<file path="src/rtl/secure_pkg.sv">
package secure_pkg;

  typedef enum logic [1:0] {
    REQ_READ       = 2'd0,
    REQ_WRITE      = 2'd1,
    REQ_PAGE_ERASE = 2'd2,
    REQ_BULK_ERASE = 2'd3
  } reqKind_e;

  // Strobes from control to datapath
  typedef struct packed {
    logic countEn;
    logic setSecure;
    logic setWiped;
  } dpStrobe_t;

  localparam int STAT_PRE_BIT  = 7;
  localparam int STAT_SEC_BIT  = 6;
  localparam int STAT_WIPE_BIT = 5;

endpackage

</file>
<file path="src/rtl/secDatapath.sv">
module secDatapath
  import secure_pkg::*;
#(
  parameter int PREBOOT_CYCLES = 64,
  parameter int DATA_W         = 8
) (
  input  logic              clk,
  input  logic              rstN,
  input  dpStrobe_t         strobe,
  output logic              preBoot,
  output logic              secure,
  output logic              wiped,
  output logic [DATA_W-1:0] statusReg
);

  localparam int CNT_W = $clog2(PREBOOT_CYCLES + 1);
  localparam logic [CNT_W-1:0] LIMIT = CNT_W'(PREBOOT_CYCLES);

  logic [CNT_W-1:0] cycleCnt;

  // Saturating window counter
  always_ff @(posedge clk or negedge rstN) begin
    if (!rstN) begin
      cycleCnt <= '0;
    end else if (strobe.countEn && (cycleCnt != LIMIT)) begin
      cycleCnt <= cycleCnt + 1'b1;
    end
  end

  assign preBoot = (cycleCnt != LIMIT);

  // Set-only latches, cleared by reset alone
  always_ff @(posedge clk or negedge rstN) begin
    if (!rstN) begin
      secure <= 1'b0;
      wiped  <= 1'b0;
    end else begin
      if (strobe.setSecure) secure <= 1'b1;
      if (strobe.setWiped)  wiped  <= 1'b1;
    end
  end

  always_comb begin
    statusReg                = '0;
    statusReg[STAT_PRE_BIT]  = preBoot;
    statusReg[STAT_SEC_BIT]  = secure;
    statusReg[STAT_WIPE_BIT] = wiped;
  end

endmodule

</file>
<file path="src/rtl/secControl.sv">
module secControl
  import secure_pkg::*;
#(
  parameter int DATA_W = 8
) (
  input  logic              preBoot,
  input  logic              secure,
  input  logic              regWrEn,
  input  logic [DATA_W-1:0] regWrData,
  input  logic              eraseDone,
  input  logic              dbgReqValid,
  input  logic [1:0]        dbgReqKind,
  input  logic              spiReqValid,
  input  logic [1:0]        spiReqKind,
  output dpStrobe_t         strobe,
  output logic              dbgAllow,
  output logic              spiAllow
);

  reqKind_e dbgKind;
  reqKind_e spiKind;

  assign dbgKind = reqKind_e'(dbgReqKind);
  assign spiKind = reqKind_e'(spiReqKind);

  always_comb begin
    strobe.countEn   = preBoot;
    strobe.setSecure = regWrEn && regWrData[STAT_SEC_BIT];
    strobe.setWiped  = eraseDone;
  end

  // Debug port: closed during the window, bulk erase only when secure
  always_comb begin
    dbgAllow = 1'b0;
    if (dbgReqValid && !preBoot) begin
      dbgAllow = !secure || (dbgKind == REQ_BULK_ERASE);
    end
  end

  // Serial port: reads refused when secure
  always_comb begin
    spiAllow = 1'b0;
    if (spiReqValid) begin
      spiAllow = !secure || (spiKind != REQ_READ);
    end
  end

endmodule

</file>
<file path="src/rtl/bootSecurityCtl.sv">
module bootSecurityCtl
  import secure_pkg::*;
#(
  parameter int PREBOOT_CYCLES = 64,
  parameter int DATA_W         = 8
) (
  input  logic              clk,
  input  logic              rstN,
  input  logic              regWrEn,
  input  logic [DATA_W-1:0] regWrData,
  input  logic              dbgReqValid,
  input  logic [1:0]        dbgReqKind,
  input  logic              spiReqValid,
  input  logic [1:0]        spiReqKind,
  input  logic              eraseDone,
  output logic              preBoot,
  output logic              secure,
  output logic [DATA_W-1:0] statusReg,
  output logic              dbgAllow,
  output logic              spiAllow
);

  dpStrobe_t strobe;
  logic      wiped;

  secControl #(.DATA_W(DATA_W)) u_ctl (
    .preBoot     (preBoot),
    .secure      (secure),
    .regWrEn     (regWrEn),
    .regWrData   (regWrData),
    .eraseDone   (eraseDone),
    .dbgReqValid (dbgReqValid),
    .dbgReqKind  (dbgReqKind),
    .spiReqValid (spiReqValid),
    .spiReqKind  (spiReqKind),
    .strobe      (strobe),
    .dbgAllow    (dbgAllow),
    .spiAllow    (spiAllow)
  );

  secDatapath #(.PREBOOT_CYCLES(PREBOOT_CYCLES), .DATA_W(DATA_W)) u_dp (
    .clk       (clk),
    .rstN      (rstN),
    .strobe    (strobe),
    .preBoot   (preBoot),
    .secure    (secure),
    .wiped     (wiped),
    .statusReg (statusReg)
  );

endmodule

</file>
<file path="config.mk">
export PLATFORM = sky130hd
export DESIGN_NAME = bootSecurityCtl
export DESIGN_NICKNAME = d
export VERILOG_FILES = /design/src/rtl/secure_pkg.sv /design/src/rtl/secDatapath.sv /design/src/rtl/secControl.sv /design/src/rtl/bootSecurityCtl.sv
export SDC_FILE = /design/constraint.sdc
export NUM_CORES = 1
export LEC_CHECK = 0
export ABC_AREA = 0
export CAP_MARGIN = 20
export CORE_AREA = 2 2 39 41
export CTS_BUF_LIST = sky130_fd_sc_hd__clkbuf_8
export CTS_CLUSTER_DIAMETER = 200
export DETAILED_ROUTE_END_ITERATION = 8
export DIE_AREA = 0 0 41 43
export PLACE_DENSITY = 0.89
export SYNTH_ARGS = -nofsm -noshare
export SYNTH_HDL_FRONTEND = slang
export SYNTH_SLANG_ARGS = --single-unit
</file>
<file path="constraint.sdc">
create_clock -name clk -period 4.55 [get_ports clk]
set_clock_uncertainty 0.15 [all_clocks]
set_input_delay 0.91 -clock clk [delete_from_list [all_inputs] [get_ports clk]]
set_output_delay 0.91 -clock clk [all_outputs]
set_load 0.02 [all_outputs]
</file>
==> results.md, run 1 <==
Outcome:
- The flow ran to the end, and the final reports show no timing, DRC or antenna violations.

Timing:
- Setup repair after global routing left no endpoint under its margin.
- The sum of negative setup slack is 0 ns.
- Setup violations remaining at the end of the flow were counted as 0.
- The clock period minus worst slack is 3.33 ns.
- The count of endpoints failing hold in the final timing report is 0.
- The max-slew violation total from the final report is 0.
- Timing would allow up to 300 MHz.
- Dividing the final minimum period by the clock period gives 0.732.

Floorplanning:
- The initial utilization of the core area, before any placement, comes to 0.351.
- The floorplan row count is 14.
- The die covers 1760 um^2.
- 30 I/O pins were placed.
- The floorplan step defined a core boundary enclosing 1380 um^2.
- The die is 43 um tall.
- Measured along the x axis, the die boundary spans between 40 and 50 um.

Yosys:
- Of the total synthesized cell area, the portion taken by XOR and XNOR cells is 0.108.
- The portion of synthesized area spent on multiplexers is 0.0309.
- The area fraction in compound gates after synthesis is 0.0593.
- Synthesis produced a netlist whose cell count is 44.
- In the post-synthesis netlist, the biggest area contributors are sky130_fd_sc_hd__dfrtp_1, sky130_fd_sc_hd__buf_4, sky130_fd_sc_hd__xnor2_1.
- The portion of synthesized cell area occupied by the leading cell type is 0.464.
- The most common cell in the synthesized netlist is sky130_fd_sc_hd__dfrtp_1.
- Of all cell types, the one taking the most synthesized area is sky130_fd_sc_hd__dfrtp_1.
- In the synthesized netlist, the cells that appear most often are sky130_fd_sc_hd__dfrtp_1, sky130_fd_sc_hd__buf_4, sky130_fd_sc_hd__xnor2_1.
- The post-synthesis instance area is ~500 um^2.
- The number of different library cells in the post-synthesis netlist is 18.
- The number of warnings reported in the yosys synthesis log is 0.
- After synthesis, the largest family of logic cells by area is buffers and inverters.
- The number of flops mapped to enable cells by yosys is 0.
- The share of synthesized flip-flops with an asynchronous set or reset is 1.00.
- The synthesized design contains 9 register bits.
- The average size of a mapped cell is 11.0 um^2.
- The most common flop cell mapped by yosys is sky130_fd_sc_hd__dfrtp_1.
- Of the total synthesized cell area, the portion taken by full adders, half adders and majority gates is 0.0515.
- The area fraction in and, or, nand and nor cells after synthesis is 0.131.
- For this run, the register share of the synthesized area comes to 0.464.

Routing:
- The average vias per placed instance is around 4.3.
- After detailed routing, the met3 layer carries approximately 54 um of wire.
- The violation count after the first detailed-routing iteration is 2.
- For this run, design rule violations remaining after detail routing come to 0.
- The routed design uses 464 um of met2 wire.
- The final wirelength is 853 um.
- Once detail routing completed, the nets flagged for antenna violations numbered 0.
- The final route contains 333 vias.
- Before antenna repair, the detailed router went through 2 iterations.
- The met1 routed wirelength after detailed routing is between 300 and 400 um.
- In the final routed layout, each cell accounts on average for 11.1 um.
- The highest layer used for signal routing is met4.

Layout:
- The share of layout cells above drive strength 1 is 0.131.
- The post-route cell area is ~680 um^2.
- At the end of the flow, the number of nets in the layout was 82.
- Relative to the synthesized area, the layout overhead comes to 39.2%.
- The antenna diode count is 0.

Worst setup path:
- The buffer and inverter count on the worst path is 2.
- The worst endpoint data arrival time is around 2.3 ns.
- The family with the most delay on the worst path is buffers and inverters.
- In this design, the stage delay of the slowest critical-path cell is roughly 0.64 ns.
- The required time reported for the critical path endpoint is approximately 3.5 ns.
- The slowest stage cell on the critical path is sky130_fd_sc_hd__clkdlybuf4s50_1.
- The setup check on the worst reg-to-reg path leaves a slack of roughly 3 ns.
- The worst setup path is captured at an output pin.
- The cell with the most instances on the worst path is sky130_fd_sc_hd__clkdlybuf4s50_1.
- STA classifies the critical path startpoint as an input pin.
- The critical path in this run is classified as input pin to output pin.
- Walking the worst path, the cells encountered are clkdlybuf4s50_1 > nand2_1 > a211oi_1 > clkdlybuf4s50_1.
- The peak fanout along the critical path is 1.

CTS:
- In this run the number of H-tree levels came out at 1.
- The number of buffers added to fix hold violations after cts is 0.
- The buffer count from post-CTS setup fixing is 0.
- The number of gates resized after cts is 0.
- Clock tree synthesis inserted a total of 3 buffers.
- TritonCTS built the clock tree.
- The CTS root buffer is sky130_fd_sc_hd__clkbuf_8.
- The buffer levels on the longest clock path is 2.
- The sink count of the clock tree is 9.
- The clock insertion delay at the later pin of the skew report is 0.22 ns.
- The register clock-pin slew on the reported worst setup and hold paths is around 0.040 ns.

Global route:
- The via count of the first global-routing pass is 350.
- The number of antenna violations at the first check in global routing came to 0.
- For this run, the total global-route usage over all layers was measured as 0.131.
- Entering global routing, the biggest net connects 10 pins.
- The aggregate global routing overflow is 0.
- The first-pass GRT wire length is around 1500 um.

Placed design:
- The routability-driven placement congestion ratio is between 0.6 and 0.7.
- The post-DP HPWL is ~690 um.
- The placed instances occupy a cell area of 631 um^2.
- The number of I/O port buffers is 17.

Job:
- The number of maximum-capacitance violations is 0.

Worst hold path:
- The min-delay analysis places its worst path in the category flop to flop.

Power and ir drop:
- Across the VDD grid, the largest voltage drop is between 0.00015 and 0.0002 V.
- The analysis attributes to cell leakage a power of 0.285 nW.
- For this design the ratio of total power to cell area is ~270 nW/um^2.
==> worst register-to-register path: stages, from the launching register on <==
cell	delay, ns
sky130_fd_sc_hd__dfrtp_1	0.41
sky130_fd_sc_hd__nor4_2	0.35
sky130_fd_sc_hd__nand3_2	0.18
sky130_fd_sc_hd__mux2_4	0.32
==> logic make-up after synthesis <==
logic type,Yosys count
buffers and inverters,11
flip-flops,9
adder cells (fa/ha/maj),2
AO/OA/AOI/OAI,4
XOR/XNOR,6
multiplexers,1
AND/OR/NAND/NOR,10
other,1
==> where the power goes <==
part / switching [mW] / total (mW) / internal [mW]
Clock: 0.0280 / 0.0864 / 0.0584
Sequential: 0.0000000235 / 0.0804 / 0.0804
Combinational: 0.00747 / 0.0164 / 0.00890
==> flip-flops by register name, indices dropped and copies added, names as in the netlist <==
signal         flops
u_dp.cycleCnt      7
u_dp.wiped         1
u_dp.secure        1
==> area by class of cell <==
cell class	instances	area [um^2]
clock buffers	3	41.3
clock inverters	1	3.75
fillers	136	708
inverters	3	11.3
multi-input cells	28	204
flip-flops and latches	9	225
well taps	16	20.0
repair buffers	17	170
==> path summary, 6_finish.rpt <==
| kind | cells after the start | startpoint | to |
|---|---|---|---|
| max reg2reg | 3 | u_dp.cycleCnt[4] | u_dp.cycleCnt[1] |
| max | 4 | dbgReqKind[1] | dbgAllow |
| min in group asynchronous | 1 | rstN | u_dp.wiped |
| min reg2reg | 1 | u_dp.wiped | u_dp.wiped |
| max in group asynchronous | 1 | rstN | u_dp.secure |
| min | 1 | u_dp.wiped | u_dp.wiped |
==> through the flow <==
step / cells / hold slack [ns] / util / setup slack [ns] / power, mW
after floorplan: 48 / 0.291 / - / 1.90 / 0.0901
after global placement: 73 / 0.303 / 0.456 / 1.24 / 0.0977
after detailed placement: 73 / 0.334 / 0.456 / 1.22 / 0.0981
after CTS: 77 / 0.344 / 0.488 / 1.22 / 0.187
after global routing: 77 / 0.357 / 0.488 / 1.16 / 0.193
final: 77 / 0.326 / 0.488 / 1.22 / 0.183
==> per-layer routing <==
metal / GRT usage / vias up
li1: - / 166
met1: 0.168 / 157
met2: 0.191 / 8
met3: 0.0785 / 2
met4: 0.0200 / 0
met5: 0 / -
==> cell usage in the layout, fill, tap and decap left out <==
cell / synthesis / routed
sky130_fd_sc_hd__and3_2: 1 / 1
sky130_fd_sc_hd__nor4_2: 1 / 1
sky130_fd_sc_hd__xnor2_1: 6 / 6
sky130_fd_sc_hd__or2_2: 1 / 1
sky130_fd_sc_hd__a21o_1: 1 / 1
sky130_fd_sc_hd__clkbuf_8: 0 / 3
sky130_fd_sc_hd__a31oi_1: 1 / 1
sky130_fd_sc_hd__a211oi_1: 1 / 1
sky130_fd_sc_hd__mux2_4: 1 / 1
sky130_fd_sc_hd__dfrtp_1: 9 / 9
sky130_fd_sc_hd__nand3_1: 4 / 4
sky130_fd_sc_hd__conb_1: 1 / 5
sky130_fd_sc_hd__a21boi_0: 1 / 1
sky130_fd_sc_hd__nor2_1: 1 / 1
sky130_fd_sc_hd__inv_1: 3 / 4
sky130_fd_sc_hd__nand3_2: 1 / 1
sky130_fd_sc_hd__clkdlybuf4s50_1: 0 / 17
sky130_fd_sc_hd__ha_1: 2 / 2
sky130_fd_sc_hd__nand2_1: 1 / 1
(Power assumes the default switching activity.)
==> run 2, diff against run 1 <==
--- a/config.mk
+++ b/config.mk
@@ -7,12 +7,12 @@
 export LEC_CHECK = 0
 export ABC_AREA = 0
 export CAP_MARGIN = 20
-export CORE_AREA = 2 2 39 41
+export CORE_MARGIN = 1.5
+export CORE_UTILIZATION = 37
 export CTS_BUF_LIST = sky130_fd_sc_hd__clkbuf_8
 export CTS_CLUSTER_DIAMETER = 200
 export DETAILED_ROUTE_END_ITERATION = 8
-export DIE_AREA = 0 0 41 43
-export PLACE_DENSITY = 0.89
+export PLACE_DENSITY = 0.9
 export SYNTH_ARGS = -nofsm -noshare
 export SYNTH_HDL_FRONTEND = slang
 export SYNTH_SLANG_ARGS = --single-unit
==> constraint.sdc (replaced) <==
create_clock -name clk -period 3.45 [get_ports clk]
set_clock_uncertainty 0.15 [all_clocks]
set_input_delay 0.69 -clock clk [delete_from_list [all_inputs] [get_ports clk]]
set_output_delay 0.69 -clock clk [all_outputs]
set_load 0.02 [all_outputs]
==> results.md, run 2 (synthesis results as in run 1) <==
CTS:
- The register clock-pin slew on the reported worst setup and hold paths is 0.04 ns (about the same).
- The buffer levels on the longest clock path is 2 (unchanged).
- The buffer count from post-CTS setup fixing is 0 (unchanged).
- The H-tree depth was 1 (unchanged).
- The CTS tree is done (unchanged).
- The CTS root buffer is sky130_fd_sc_hd__clkbuf_8 (unchanged).
- The number of gates resized after cts was 0 (unchanged).
- The clock buffer count from CTS came to 3 (unchanged).
- The sink count of the clock tree is 9 (unchanged).
- The number of buffers added to fix hold violations after cts is 0 (unchanged).
- The clock insertion delay at the later pin of the skew report is 0.22 ns (about the same).

Worst setup path:
- The worst endpoint data arrival time is 2.10 ns (was 2.27 ns).
- The required time reported for the critical path endpoint is 2.61 ns (was 3.49 ns).
- The kind of end point of the critical path is an output pin (unchanged).
- The category of the most critical setup path is flop to output pin (was input pin to output pin).
- The critical path startpoint category is a flop (was input pin).
- The peak fanout along the critical path is 5 (was 1).

Global route:
- The via count of the first global-routing pass was 367 (was 350).
- The number of antenna violations at the first check in global routing came to 0 (unchanged).
- The first-pass GRT wire length was 1680 um (was 1480 um).
- The peak-usage layer in the global routing report is met2 (unchanged).
- The fraction of met3 tracks used by global routing is 0.0347 (was 0.0785).
- The overall track demand over capacity in global routing was 0.174 (was 0.131).
- The maximum number of pins on one net before global-route repair is 10 (unchanged).
- The fraction of met1 tracks used by global routing was 0.206 (was 0.168).
- The global-route met2 utilization is 0.288 (was 0.191).
- The aggregate global routing overflow is 0 (unchanged).

Floorplanning:
- The height of the chip is 39.2 um (was 43 um).
- The floorplan row count is 12 (was 14).
- The core area came to 1170 um^2 (was 1380 um^2).
- The chip width is 39.2 um (was 41 um).
- The initial core utilization is 0.415 (was 0.351).
- The area of the die was 1540 um^2 (was 1760 um^2).
- The number of placed I/O pins is 30 (unchanged).

Layout:
- Largest registers: u_dp.cycleCnt (7), u_dp.secure (1), u_dp.wiped (1) (unchanged).
- Highest-count cells in the layout ignoring fill and taps: sky130_fd_sc_hd__clkdlybuf4s50_1, sky130_fd_sc_hd__dfrtp_1, sky130_fd_sc_hd__xnor2_1 (unchanged).
- The post-layout instance count excluding filler cells is 75 (was 77).
- The share of layout cells above drive strength 1 is 0.131 (unchanged).
- The register with the highest flop count is u_dp.cycleCnt (unchanged).
- The net total in the final layout is 82 (unchanged).
- The antenna diode count was 0 (unchanged).
- The most common library cell in the layout ignoring fill and taps is sky130_fd_sc_hd__clkdlybuf4s50_1 (unchanged).
- The relative area change from synthesis to final layout is 38.7% (was 39.2%).
- The flip-flop count of the largest register after layout is 7 (unchanged).

Worst hold path:
- The path class of the lowest-slack min-delay path is flop to flop (unchanged).

Placed design:
- The routability-driven placement congestion ratio is 0.686 (was 0.669).
- The number of I/O port buffers is 17 (unchanged).
- The post-placement cell count came to 71 (was 73).
- The post-DP HPWL was 717 um (was 695 um).

Power and ir drop:
- The internal power contribution is 195 uW (was 148 uW).
- The maximum vdd drop is 0.000316 V (was 0.000189 V).
- The power density over the cells is 362 nW/um^2 (was 271 nW/um^2).
- The net switching power is 49.0 uW (was 35.4 uW).
- The part of the total power dissipated in the clock network was 0.476 (was 0.472).
- The sequential share of power was 0.434 (was 0.439).
- The switching part of the total is 0.201 (was 0.194).
- The static leakage was 0.285 nW (unchanged).
- The logic gate share of total power is 0.090 (was 0.089).

Timing:
- The clock period minus worst slack is 2.94 ns.
- The upper clock frequency limit is 340 MHz.
- The final-report setup violation count was 0 (unchanged).
- The count of endpoints failing hold in the final timing report came to 0 (unchanged).
- The period utilization is 0.853.
- The sum of negative setup slack is 0 ns (unchanged).
- The max-slew violation total from the final report is 0 (unchanged).
- Unrepaired setup endpoints after global routing: no (unchanged).

Outcome:
- Status: completed (unchanged).

Routing:
- The count of TritonRoute iterations in the first routing pass came to 4 (was 2).
- The routed length per instance is 11.7 um (was 11.1 um).
- The residual antenna-violating net count after detailed routing is 0 (unchanged).
- The average vias per placed instance was 4.48 (was 4.32).
- The total number of vias came to 336 (was 333).
- The residual DRC count was 0 (unchanged).
- The violation count after the first detailed-routing iteration is 5 (was 2).
- The final wirelength is 881 um (was 853 um).

Job:
- The number of maximum-capacitance violations came to 0 (unchanged).
run 2: cell counts in the layout (fill, tap and decap cells not counted):
No cell type changed its count.
run 2: final timing paths:
kind	start	to	slack, ns	depth (start not counted)
worst max-delay path	u_dp.cycleCnt[2]	dbgAllow	0.51	4
min in group asynchronous	rstN	u_dp.secure	0.61	1
worst min register to register	u_dp.wiped	u_dp.wiped	0.34	1
worst min-delay path	u_dp.wiped	u_dp.wiped	0.34	1
max in group asynchronous	rstN	u_dp.wiped	2.25	1
worst max register to register	u_dp.cycleCnt[2]	u_dp.cycleCnt[1]	1.88	3
run 2: layout make-up:
type	count	area [um^2]
fill	106	498
sequential	9	225
multi-input combinational	28	204
timing repair buffer	17	170
clock buffer	3	41.3
tap	14	17.5
inverter	3	11.3
clock inverter	1	3.75
run 2: power groups by stage:
| stage | clock (mW) | combinational (mW) | sequential, mW |
|---|---|---|---|
| 2_1_floorplan | 0 | 0.0113 | 0.108 |
| 3_3_place_gp | 0 | 0.0213 | 0.107 |
| 3_5_place_dp | 0 | 0.0219 | 0.107 |
| 4_1_cts | 0.120 | 0.0220 | 0.106 |
| 5_1_grt | 0.126 | 0.0242 | 0.106 |
| 6_report | 0.116 | 0.0219 | 0.106 |
run 2: metal layers:
layer  share of wire  wire length (um)  vias up
li1                -                 -      165
met3           0.015                13        2
met4           0.030                26        0
met1            0.44               385      163
met2            0.52               456        6
met5               0                 0        -
run 2: worst max-delay path: stages, from the launching register on:
cell and delay (ns):
sky130_fd_sc_hd__dfrtp_1 0.43, sky130_fd_sc_hd__nor4_2 0.37, sky130_fd_sc_hd__nand3_2 0.19, sky130_fd_sc_hd__a211oi_1 0.25
sky130_fd_sc_hd__clkdlybuf4s50_1 0.64
run 2: stage by stage:
stage | worst slack (ns) | util | hold slack (ns) | cell area (um^2) | total power, mW
after floorplan | 1.02 | - | 0.244 | 500 | 0.119
after global placement | 0.582 | 0.536 | 0.301 | 628 | 0.129
after detailed placement | 0.527 | 0.536 | 0.353 | 628 | 0.129
after CTS | 0.486 | 0.575 | 0.363 | 673 | 0.247
after global routing | 0.398 | 0.575 | 0.363 | 673 | 0.256
final | 0.508 | 0.575 | 0.336 | 673 | 0.244
==> run 3, diff against run 2 <==
--- a/config.mk
+++ b/config.mk
@@ -13,6 +13,7 @@
 export CTS_CLUSTER_DIAMETER = 200
 export DETAILED_ROUTE_END_ITERATION = 8
 export PLACE_DENSITY = 0.9
+export SKIP_CTS_REPAIR_TIMING = 1
 export SYNTH_ARGS = -nofsm -noshare
 export SYNTH_HDL_FRONTEND = slang
 export SYNTH_SLANG_ARGS = --single-unit
==> results of run 3 <==
No change in the layout: final DEF, timing and power equal those of run 2.
